## config.mk

```make
export PLATFORM = sky130hd
export DESIGN_NAME = pwm_shadow_timer
export DESIGN_NICKNAME = d
export VERILOG_FILES = /design/src/rtl/pst_pkg.sv /design/src/rtl/pst_counter.sv /design/src/rtl/pst_cmp_bank.sv /design/src/rtl/pst_match.sv /design/src/rtl/pwm_shadow_timer.sv
export SDC_FILE = /design/constraint.sdc
export NUM_CORES = 1
export LEC_CHECK = 0
export ABC_AREA = 1
export BUFFER_PORTS_ARGS = -buffer_cell sky130_fd_sc_hd__buf_2
export CORE_MARGIN = 2
export CORE_UTILIZATION = 30
export DETAILED_ROUTE_END_ITERATION = 10
export GPL_TIMING_DRIVEN = 0
export HOLD_SLACK_MARGIN = 0.02
export PLACE_DENSITY = 0.54
export SETUP_SLACK_MARGIN = 0.5
export SYNTH_ARGS = -nofsm -noshare
export SYNTH_HDL_FRONTEND = slang
export SYNTH_HIERARCHICAL = 1
export SYNTH_SLANG_ARGS = --single-unit
export TNS_END_PERCENT = 30
```

## constraint.sdc

```tcl
create_clock -name clk -period 5.95 [get_ports clk]
set_input_delay 1.19 -clock clk [delete_from_list [all_inputs] [get_ports clk]]
set_output_delay 1.19 -clock clk [all_outputs]
set_load 0.02 [all_outputs]
```

## src/rtl/pst_pkg.sv

```systemverilog
package pst_pkg;

    localparam int DEF_CNT_W = 16;

    typedef enum logic {
        MODE_TRI = 1'b0,
        MODE_SAW = 1'b1
    } mode_e;

endpackage

```

## src/rtl/pst_counter.sv

```systemverilog
module pst_counter
    import pst_pkg::*;
#(
    parameter int CNT_W = DEF_CNT_W
) (
    input  logic             clk,
    input  logic             rst_n,
    input  logic             run_en,
    input  logic             cnt_en,
    input  mode_e            mode,
    input  logic [CNT_W-1:0] per_val,
    output logic [CNT_W-1:0] cnt,
    output logic             down,
    output logic             per_hit,
    output logic             udf
);

    localparam logic [CNT_W-1:0] ONE = CNT_W'(1);

    typedef struct packed {
        logic [CNT_W-1:0] cnt;
        logic             down;
    } ctr_s;

    ctr_s st_d, st_q;
    logic step, at_top, at_zero;

    always_comb begin
        step    = run_en && cnt_en;
        at_top  = (st_q.cnt == per_val);
        at_zero = (st_q.cnt == '0);
        per_hit = step && at_top && !st_q.down;
        udf     = step && (mode == MODE_TRI) && st_q.down && at_zero;

        st_d = st_q;
        if (step) begin
            if (mode == MODE_SAW) begin
                st_d.down = 1'b0;
                st_d.cnt  = at_top ? '0 : st_q.cnt + ONE;
            end else if (st_q.down) begin
                if (at_zero) begin
                    st_d.down = 1'b0;
                    st_d.cnt  = (per_val == '0) ? '0 : ONE;
                end else begin
                    st_d.cnt  = st_q.cnt - ONE;
                end
            end else if (at_top) begin
                st_d.down = 1'b1;
                st_d.cnt  = at_zero ? '0 : st_q.cnt - ONE;
            end else begin
                st_d.cnt  = st_q.cnt + ONE;
            end
        end
    end

    always_ff @(posedge clk or negedge rst_n) begin
        if (!rst_n) st_q <= '0;
        else        st_q <= st_d;
    end

    assign cnt  = st_q.cnt;
    assign down = st_q.down;

    AST_SAW_STAYS_UP: assert property (@(posedge clk) disable iff (!rst_n)
        (run_en && cnt_en && mode == MODE_SAW) |=> !down);
    AST_SAW_CLEARS: assert property (@(posedge clk) disable iff (!rst_n)
        (per_hit && mode == MODE_SAW) |=> (cnt == '0));
    AST_TOP_TURNS: assert property (@(posedge clk) disable iff (!rst_n)
        (per_hit && mode == MODE_TRI) |=> down);
    AST_UDF_TURNS: assert property (@(posedge clk) disable iff (!rst_n)
        udf |=> !down);
    AST_IDLE_HOLDS: assert property (@(posedge clk) disable iff (!rst_n)
        !(run_en && cnt_en) |=> ($stable(cnt) && $stable(down)));

endmodule

```

## src/rtl/pst_cmp_bank.sv

```systemverilog
module pst_cmp_bank
    import pst_pkg::*;
#(
    parameter int N_CH   = 4,
    parameter int CNT_W  = DEF_CNT_W,
    parameter int ADDR_W = 4
) (
    input  logic                        clk,
    input  logic                        rst_n,
    input  logic                        run_en,
    input  logic                        ch_xfer_en,
    input  logic                        per_xfer_en,
    input  logic                        reload,
    input  logic                        wr_en,
    input  logic [ADDR_W-1:0]           wr_addr,
    input  logic [CNT_W-1:0]            wr_data,
    output logic [N_CH:0][CNT_W-1:0]    bufs,
    output logic [N_CH:0][CNT_W-1:0]    acts
);

    localparam int N_REG = N_CH + 1;

    typedef struct packed {
        logic [N_CH:0][CNT_W-1:0] bufs;
        logic [N_CH:0][CNT_W-1:0] acts;
    } bank_s;

    bank_s bk_d, bk_q;
    logic  gate;

    always_comb begin
        bk_d = bk_q;
        gate = 1'b0;
        for (int i = 0; i < N_REG; i++) begin
            if (wr_en && wr_addr == ADDR_W'(i)) begin
                bk_d.bufs[i] = wr_data;
            end
            gate = (i == 0) ? per_xfer_en : ch_xfer_en;
            if (!run_en || (reload && gate)) begin
                bk_d.acts[i] = bk_q.bufs[i];
            end
        end
    end

    always_ff @(posedge clk or negedge rst_n) begin
        if (!rst_n) bk_q <= '0;
        else        bk_q <= bk_d;
    end

    assign bufs = bk_q.bufs;
    assign acts = bk_q.acts;

    AST_ACTIVE_FROZEN: assert property (@(posedge clk) disable iff (!rst_n)
        (run_en && !reload) |=> $stable(acts));
    AST_STOPPED_FOLLOWS: assert property (@(posedge clk) disable iff (!rst_n)
        !run_en |=> (acts == $past(bufs)));

endmodule

```

## src/rtl/pst_match.sv

```systemverilog
module pst_match
    import pst_pkg::*;
#(
    parameter int N_CH  = 4,
    parameter int CNT_W = DEF_CNT_W
) (
    input  logic                        run_en,
    input  logic                        cnt_en,
    input  logic [CNT_W-1:0]            cnt,
    input  logic [N_CH-1:0][CNT_W-1:0]  cmp,
    output logic [N_CH-1:0]             hit
);

    for (genvar g = 0; g < N_CH; g++) begin : g_cmp
        assign hit[g] = run_en && cnt_en && (cnt == cmp[g]);
    end

endmodule

```

## src/rtl/pwm_shadow_timer.sv

```systemverilog
module pwm_shadow_timer
    import pst_pkg::*;
#(
    parameter  int N_CH   = 4,
    parameter  int CNT_W  = DEF_CNT_W,
    localparam int ADDR_W = $clog2(2 * N_CH + 3)
) (
    input  logic              clk,
    input  logic              rst_n,
    input  logic              run_en,
    input  logic              cnt_en,
    input  logic              saw_mode,
    input  logic              ch_xfer_en,
    input  logic              per_xfer_en,
    input  logic              wr_en,
    input  logic [ADDR_W-1:0] wr_addr,
    input  logic [CNT_W-1:0]  wr_data,
    input  logic [ADDR_W-1:0] rd_addr,
    output logic [CNT_W-1:0]  rd_data,
    output logic [CNT_W-1:0]  cnt_o,
    output logic              down_o,
    output logic              per_match_o,
    output logic              udf_o,
    output logic [N_CH-1:0]   ch_match_o
);

    localparam int CNT_ADDR = 2 * N_CH + 2;

    mode_e                     mode;
    logic [CNT_W-1:0]          cnt;
    logic                      down, per_hit, udf;
    logic [N_CH:0][CNT_W-1:0]  bufs, acts;

    assign mode = saw_mode ? MODE_SAW : MODE_TRI;

    pst_counter #(.CNT_W(CNT_W)) ctr_i (
        .clk     (clk),
        .rst_n   (rst_n),
        .run_en  (run_en),
        .cnt_en  (cnt_en),
        .mode    (mode),
        .per_val (acts[0]),
        .cnt     (cnt),
        .down    (down),
        .per_hit (per_hit),
        .udf     (udf)
    );

    pst_cmp_bank #(.N_CH(N_CH), .CNT_W(CNT_W), .ADDR_W(ADDR_W)) bank_i (
        .clk         (clk),
        .rst_n       (rst_n),
        .run_en      (run_en),
        .ch_xfer_en  (ch_xfer_en),
        .per_xfer_en (per_xfer_en),
        .reload      (per_hit || udf),
        .wr_en       (wr_en),
        .wr_addr     (wr_addr),
        .wr_data     (wr_data),
        .bufs        (bufs),
        .acts        (acts)
    );

    pst_match #(.N_CH(N_CH), .CNT_W(CNT_W)) match_i (
        .run_en (run_en),
        .cnt_en (cnt_en),
        .cnt    (cnt),
        .cmp    (acts[N_CH:1]),
        .hit    (ch_match_o)
    );

    always_comb begin
        rd_data = '0;
        for (int i = 0; i <= N_CH; i++) begin
            if (rd_addr == ADDR_W'(i))            rd_data = bufs[i];
            if (rd_addr == ADDR_W'(N_CH + 1 + i)) rd_data = acts[i];
        end
        if (rd_addr == ADDR_W'(CNT_ADDR)) rd_data = cnt;
    end

    assign cnt_o       = cnt;
    assign down_o      = down;
    assign per_match_o = per_hit;
    assign udf_o       = udf;

endmodule

```

==> run metrics, run 1 <==
Post-CTS Resized 0; final hold violations 0; Synth Flop Type dfrtp_1; number of flops mapped to enable cells by yosys 0; first-pass GRT wire length 64580 um; hold buffers post-CTS 0; Num CTS Buffers 17; DR pass1 iterations 6; Die Width 196.4 um; Hold Path End bank_i/bufs[46]; Worst setup SP type input pin; CP max stage delay ~0.30 ns; DR iter-0 viols 1139; FF-to-FF setup slack 2.41 ns; cell count after synthesis ~1600; # IOs 71; reg2reg start ctr_i/cnt[0]; Final Cycle Share 68.31%; initial core utilization between 30 and 40%; worst path buffer plus inverter count 4; hold path depth 2; Unique masters post-synth 35; slowest CP cell nor2_2; ratio of cells with drive above 1 in the final layout a little under an eighth; power per cell area between 300 and 400 nW/um^2; I/O Buffers 68; Detail Route Antenna Nets 0; critical-path maximum fanout 10; largest net degree at the start of global routing 101; Sink Count 177; FFs w/ async S/R, synth 100.0%; Setup Viol. Count Final 0; overall overflow remaining after global route 0; most frequent cells in the layout nand2_1, dfrtp_1, nand3_1; peak supply drop 190.3 uV; Clock transition at path regs 0.08 ns; syn nets 1681; crit path capture type output port; Synth-to-Final Area Change 13.88%; routed wire length 42460 um; die area 38570 um^2; CTS tree yes; clock share of power 25.5%; initial antenna violation count 4; min Tclk post-route 4.065 ns; Final WS setup 1.885 ns; Int Power 2528 uW; switch share 44.15%; CP Class in -> out; Placer Congestion 0.8978; Slew HR around 45%; P_leak roughly 0.0065 uW; Die H 196.4 um; Vias/cell 5.118; min-delay src bank_i/bufs[46]; YS warnings 6; Clock Skew 0.01921 ns; # nets final 1769; setup TNS 0 ns; Worst Max-Slew Pin Slew 0.8318 ns; Cell Rows 70; Wirelength per Cell 19.16 um; most common cell after layout, fill and taps aside nand2_1; DRC Markers 0; worst slack, placed 1.912 ns; Worst-Skew Late Latency 0.46 ns; clk root buf clkbuf_16; GRT Overall Usage about 22%; Pwr Total 4526 uW; max-slew violations 0; Psw approximately 2000 uW; worst-case reg-to-reg path depth 14; reg2reg end bank_i/acts[28]; clk buf depth 2; Worst Hold Class reg -> reg; #FFs+latches synth 177; status finished, final reports clean; synthesized area 11110 um^2; sequential element share of the synthesized area 39.88%; most used cell, CP buf_2; Worst EP required roughly 4.8 ns; Achievable Freq 246.0 MHz; Seq pwr share ~44%; Core ar. 36520 um^2; CP cell instances buf_2, nor2_2, inv_1, nor2_4, buf_2, nand2_1, nand4_1, nand2_1, nand4_1, buf_2; post-DP HPWL 32950 um; fillers slightly below 4000; Max Cap Viol 0; H-tree depth 4; Top delay family on crit path simple AND/OR/NAND/NOR gates; crit path DAT 2.87 ns; syn_area_per_cell 6.743 um^2; DR vias 11340; RSZ-0062 raised after global routing no; vias in the first global route 10510; Comb pwr share 30.4%; postcts setup bufs 0
## how the worst max path moves through the flow
stage,start,endpoint,slack [ns],cells after the start
after floorplan,rd_addr[1],rd_data[0],2.52,8
after global placement,rst_n,bank_i/acts[64],0.52,1
after detailed placement,rd_addr[3],rd_data[12],1.91,10
after CTS,rd_addr[3],rd_data[12],1.91,10
after global routing,rd_addr[3],rd_data[6],1.76,10
final,rd_addr[3],rd_data[15],1.89,10
## kinds of logic (layout without fill, tap and decap cells)
| group | after synthesis | after routing | synth area share, % |
|---|---|---|---|
| buffers and inverters | 244 | 344 | 9.430 |
| other | 0 | 1 | 0 |
| flip-flops | 177 | 177 | 39.88 |
| AO/OA/AOI/OAI | 47 | 47 | 2.253 |
| AND/OR/NAND/NOR | 1141 | 1141 | 45.37 |
| XOR/XNOR | 36 | 36 | 2.839 |
| adder cells (fa/ha/maj) | 2 | 2 | 0.2253 |
## metrics by stage
step	cell area, um^2	hold WS, ns	utilization, %	std cells
floorplan	11110	0.4638	-	1647
global placement	12030	0.4900	32.94	2183
detailed placement	12070	0.4921	33.05	2184
CTS	12640	0.5099	34.62	2215
global route	12650	0.5358	34.63	2216
finish	12650	0.5066	34.63	2216
## layout make-up
class	instances	area (um^2)	area share (%)
clock buffer	18	429.2	3.393
multi-input combinational	1226	5629	44.51
buffer	84	446.7	3.532
tap	468	585.6	4.630
timing repair buffer	69	377.9	2.988
sequential	177	4429	35.02
clock inverter	13	146.4	1.157
inverter	160	600.6	4.749
antenna	1	2.502	0.01979
## cell usage after synthesis (5+ instances only)
master,n,area (um^2)
nand2_1,650,2440
dfrtp_1,177,4429
nand3_1,168,840.8
nor2_1,141,529.3
nand4_1,137,857.1
inv_1,129,484.2
buf_2,35,175.2
clkbuf_1,26,97.59
xor2_1,25,219.0
inv_2,20,75.07
o21ai_0,18,90.09
a21oi_1,17,85.08
buf_4,12,90.09
clkinv_1,11,41.29
xnor2_1,11,96.34
nor2_2,10,62.56
nor2_4,8,90.09
o22ai_1,8,50.05
nand3_2,7,70.07
buf_1,6,22.52
nor3_1,5,25.02
nor4_1,5,31.28
## flip-flops by register name, summed over array words and instances, names as in the netlist
signal / cells
ctr_i/cnt: 16
bank_i/acts: 80
ctr_i/down: 1
bank_i/bufs: 80
## metal layers
metal	GRT usage (%)	vias to the layer above	share of wire [%]
met5	0	-	0.066
met3	3.491	53	7.2
li1	-	5480	-
met2	34.41	396	44
met4	6.369	6	2.0
met1	32.52	5407	47
## power by group through the flow
stage / registers [uW] / clock network [uW] / logic, uW
2_1_floorplan: 1780 / 0 / 953
3_3_place_gp: 2010 / 0 / 1350
3_5_place_dp: 2010 / 0 / 1360
4_1_cts: 1990 / 1170 / 1370
5_1_grt: 2030 / 1210 / 1550
6_report: 2000 / 1150 / 1370
## worst reg2reg max path: stages, from the launching register on
cell and delay [ns]:
dfrtp_1 0.59, inv_1 0.27, ha_1 0.23, nand3_2 0.11, nor2_2 0.28, inv_1 0.08, nor3_1 0.14, nand4_1 0.12
nor4_1 0.25, or2_2 0.19, nand2_1 0.12, nand2_1 0.38, clkbuf_1 0.49, nand2_1 0.15, nand2_1 0.10
Note: power is estimated with default switching activity, not from simulation.
==> run 2: changes to the inputs <==
clock period = 4.05 ns   (was 5.95 ns; I/O delays follow)
==> run 2 against run 1 <==
  * Non-clock buffer count unchanged
  * Cell count unchanged
  * Via count increased by 0.36%
  * Total power increased by 47%
  * Worst hold slack got worse by 0.074 ns
  * Design area about the same
  * Combinational power increased by 47%
  * Sequential power increased by 47%
  * Clock skew decreased by 0.0022 ns
  * Global-route usage unchanged
  * Wire length increased by 0.15%
  * Count of clock-buffer cells in the layout unchanged
  * Largest cell class unchanged
==> run metrics, run 2 (synthesis gave the netlist of run 1 again) <==
status finished, final reports clean; clk buf depth 2; DRC Markers 0; routed wire length 42530 um; Worst setup SP type flop; die area 38570 um^2; Slew HR 44.50%; placed cell area 12070 um^2; Wirelength per Cell 19.19 um; worst-case reg-to-reg path depth 14; Worst Max-Slew Pin Slew 0.8325 ns; first-pass GRT wire length 64580 um; max-slew violations 0; initial core utilization 30.41%; Detail Route Antenna Nets 0; Vias/cell 5.137; hold buffers post-CTS 0; postcts setup bufs 0; H-tree depth 4; most used cell, CP inv_1; overall overflow remaining after global route 0; Cell Rows 70; Top delay family on crit path simple AND/OR/NAND/NOR gates; ratio of cells with drive above 1 in the final layout 11.85%; sequential cell area 4432 um^2; Max Cap Viol 0; Die H around 200 um; CP Class reg -> out; Worst EP required 3.24 ns; FF-to-FF setup slack 0.76 ns; Die Width slightly below 200 um; Synth-to-Final Area Change 13.96%; Setup Viol. Count Final 0; Clock transition at path regs 0.07 ns; worst path buffer plus inverter count 3; Final Cycle Share a little over 80%; Core ar. 36520 um^2; RSZ-0062 raised after global routing no; DR pass1 iterations 5; multi-input combinational cell area 5634 um^2; CP max stage delay 0.53 ns; P_leak 0.006541 uW; crit path capture type output port; # IOs 71; fillers 3959; Worst-Skew Late Latency 0.46 ns; post-DP HPWL approximately 33000 um; CTS tree yes; # nets final 1769; Final WS setup 0.7050 ns; min Tclk post-route 3.345 ns; placed cell count approximately 2200; Achievable Freq 299.0 MHz; peak supply drop around 280 uV; worst slack, placed approximately 0.5 ns; clk root buf clkbuf_16; GRT Overall Usage 22.40%; critical-path maximum fanout 11; cell area after layout 12660 um^2; reg2reg start ctr_i/cnt[0]; setup TNS 0 ns; DR vias between 10000 and 15000; Final Non-Filler Cells 2216; DR iter-0 viols ~1200; reg2reg end bank_i/acts[38]; initial antenna violation count 4; slowest CP cell dfrtp_2; vias in the first global route 10510; final hold violations 0; CP cell instances inv_1, ha_1, nand3_2, nor2_4, inv_1, nor3_1, nand4_1, nor4_1, buf_2; I/O Buffers 68; Worst Hold Class in -> async; Placer Congestion roughly 0.9; largest net degree at the start of global routing 101; power per cell area around 530 nW/um^2; Num CTS Buffers 17; Sink Count 177; most common cell after layout, fill and taps aside nand2_1; crit path DAT 2.54 ns; Clock Skew 0.01702 ns; most frequent cells in the layout nand2_1, dfrtp_1, nand3_1
[run 2: area by class of cell]
type,count,share of cell area (%)
multi-input cells,1226,44.52
flip-flops and latches,177,35.02
inverters,160,4.745
well taps,468,4.627
plain buffers,84,3.539
clock buffers,18,3.391
repair buffers,69,2.986
clock inverters,13,1.157
diodes,1,0.01977
[run 2: power breakdown]
group          total, uW  internal, uW  switching (uW)  leakage [uW]
combinational       2020           707            1310       0.00404
clock               1690           871             821      0.000279
sequential          2940          2140             803       0.00222
total               6650          3720            2940       0.00654
[run 2: worst max path at each step]
| stage | startpoint | endpoint | slack (ns) | cells past startpoint |
|---|---|---|---|---|
| 6_report | ctr_i/cnt[0] | udf_o | 0.70 | 9 |
| 5_1_grt | ctr_i/cnt[0] | udf_o | 0.55 | 9 |
| 4_1_cts | ctr_i/cnt[1] | udf_o | 0.58 | 9 |
| 3_5_place_dp | ctr_i/cnt[0] | bank_i/acts[28] | 0.50 | 14 |
| 3_3_place_gp | rst_n | bank_i/acts[64] | -1.0 | 1 |
| 2_1_floorplan | ctr_i/cnt[0] | bank_i/acts[16] | 0.96 | 14 |
[run 2: metal layers]
metal	wire length, um	track usage, %	up-vias
li1	-	-	5474
met1	20140	32.52	5468
met2	18920	34.41	389
met3	2707	3.491	46
met4	740	6.369	6
met5	28	0	-
[run 2: repair_timing]
action,4_1_cts,5_1_grt
endpoints found under the setup margin,2,45
cloned,0,0
gates resized for setup,1,4
[run 2: per-stage QoR]
stage / hold slack (ns) / util [%] / power (uW)
floorplan: 0.4638 / - / 4009
global placement: 0.4900 / 32.94 / 4936
detailed placement: 0.4921 / 33.05 / 4950
CTS: 0.4617 / 34.62 / 6648
global route: 0.4969 / 34.65 / 7045
finish: 0.4327 / 34.65 / 6654
==> run 3: changes to the inputs <==
clock period = 3.15 ns   (was 4.05 ns; I/O delays follow)
==> run 3 against run 2 <==
  * Count of clock-buffer cells in the layout down 1
  * Worst hold slack worse by 0.30 ns
  * Cell count up 1.8%
  * Flip-flop and latch count unchanged
  * Wire length up 4.2%
  * Sequential share of layout area down 1.8 points
  * Design area up 6.1%
  * Total power up 35%
  * Largest cell class unchanged
==> run metrics, run 3 (synthesis gave the netlist of run 1 again) <==
cell area after layout 13420 um^2; Worst EP required 2.52 ns; Final Non-Filler Cells approximately 2300; post-DP HPWL 33580 um; Min Hold Slack 0.1313 ns; crit path DAT 2.09 ns; Placer Congestion 0.9217; die area 38570 um^2; DRC Markers 0; Worst Hold Class in -> async; Worst Max-Slew Pin Slew 0.6325 ns; Clock Skew 0.02155 ns; Core ar. 36520 um^2; Sink Count 177; Worst-Skew Late Latency 0.45 ns; P_leak 0.006888 uW; placed cell count approximately 2200; Wirelength per Cell just under 20 um; H-tree depth 4; Setup Viol. Count Final 0; largest net degree at the start of global routing 116; I/O Buffers 68; clk root buf clkbuf_16; RSZ-0062 raised after global routing yes; status finished, final reports clean; initial antenna violation count 3; initial core utilization 30.41%; Cell Rows 70; # nets final 1808; Clock transition at path regs 0.08 ns; vias in the first global route around 11000; peak supply drop between 300 and 400 uV; Detail Route Antenna Nets 0; DR pass1 iterations 5; clk buf depth 2; final hold violations 0; min Tclk post-route 2.720 ns; Max Cap Viol 0; routed wire length 44330 um; Num CTS Buffers 17; DR iter-0 viols between 1000 and 1500; DR vias 11620; Vias/cell 5.149; placed cell area 12090 um^2; critical-path maximum fanout 12; power per cell area 669.6 nW/um^2; most frequent cells in the layout nand2_1, dfrtp_1, nand3_1; Worst setup SP type flop; max-slew violations 0; ratio of cells with drive above 1 in the final layout 18.13%; first-pass GRT wire length approximately 66000 um; Achievable Freq between 300 and 400 MHz; Slew HR around 58%; # IOs 71; Die H around 200 um; crit path capture type output port; GRT Overall Usage 23.07%; Final Cycle Share 86.35%; overall overflow remaining after global route 0; Synth-to-Final Area Change 20.87%; most common cell after layout, fill and taps aside nand2_1; CTS tree yes; CP Class reg -> out; Die Width 196.4 um
-- run 3: critical path: stages (launching register included) --
cell     delay, ns
dfrtp_4       0.62
inv_2         0.13
nand2_1       0.08
nand2_1       0.05
nor2_1        0.08
nand2_1       0.08
nor2_2        0.13
nand2_4       0.14
nor3_2        0.16
buf_4         0.17
-- run 3: path summary, 6_finish.rpt --
kind	from	to	depth (start not counted)	slack [ns]
worst max-delay path	ctr_i/cnt[12]	per_match_o	9	0.43
worst min-delay path	rst_n	bank_i/bufs[1]	1	0.13
worst max register to register	ctr_i/cnt[15]	bank_i/acts[45]	14	0.55
worst min register to register	bank_i/bufs[42]	bank_i/bufs[42]	2	0.52
max in group asynchronous	rst_n	bank_i/bufs[56]	2	2.00
min in group clk	wr_data[15]	bank_i/bufs[47]	3	0.48
-- run 3: power by group --
part / total, uW / leakage [uW] / internal, uW / switching (uW)
Combinational: 3100 / 0.00437 / 1100 / 2000
Clock: 2260 / 0.000298 / 1150 / 1110
Sequential: 3620 / 0.00222 / 2780 / 845
-- run 3: through the flow --
step | setup slack (ns) | power (uW) | setup TNS (ns) | utilization, %
4_1_cts | 0.2996 | 8786 | 0 | 35.29
2_1_floorplan | 0.4483 | 5155 | 0 | -
5_1_grt | 0.3215 | 9515 | 0 | 36.75
3_3_place_gp | -1.720 | 6346 | -312.26 | 33.00
3_5_place_dp | -0.3202 | 6371 | -12.72 | 33.10
6_report | 0.4300 | 8989 | 0 | 36.75
-- run 3: cell type report --
type                    count  area (um^2)
well taps                 468        585.6
inverters                 160        618.1
repair buffers            107        740.7
diodes                      1        2.502
multi-input cells        1227         5843
fillers                  3947        23100
clock inverters            15        192.7
flip-flops and latches    177         4459
plain buffers              84        555.5
clock buffers              17        425.4
-- run 3: layer usage --
| layer | vias to the layer above | global-route usage, % | part of all wire (%) |
|---|---|---|---|
| li1 | 5553 | - | - |
| met1 | 5552 | 33.41 | 47 |
| met2 | 439 | 34.61 | 43 |
| met3 | 69 | 4.706 | 7.2 |
| met4 | 4 | 6.734 | 2.9 |
| met5 | - | 0 | 0.041 |
-- run 3: timing repair --
item                                    CTS  global route
endpoints found under the setup margin  102            94
setup buffers                            13            22
resized for setup                        43           137
hold buffers                              0             0
pin swaps                                 2            39
gates cloned                              0             4
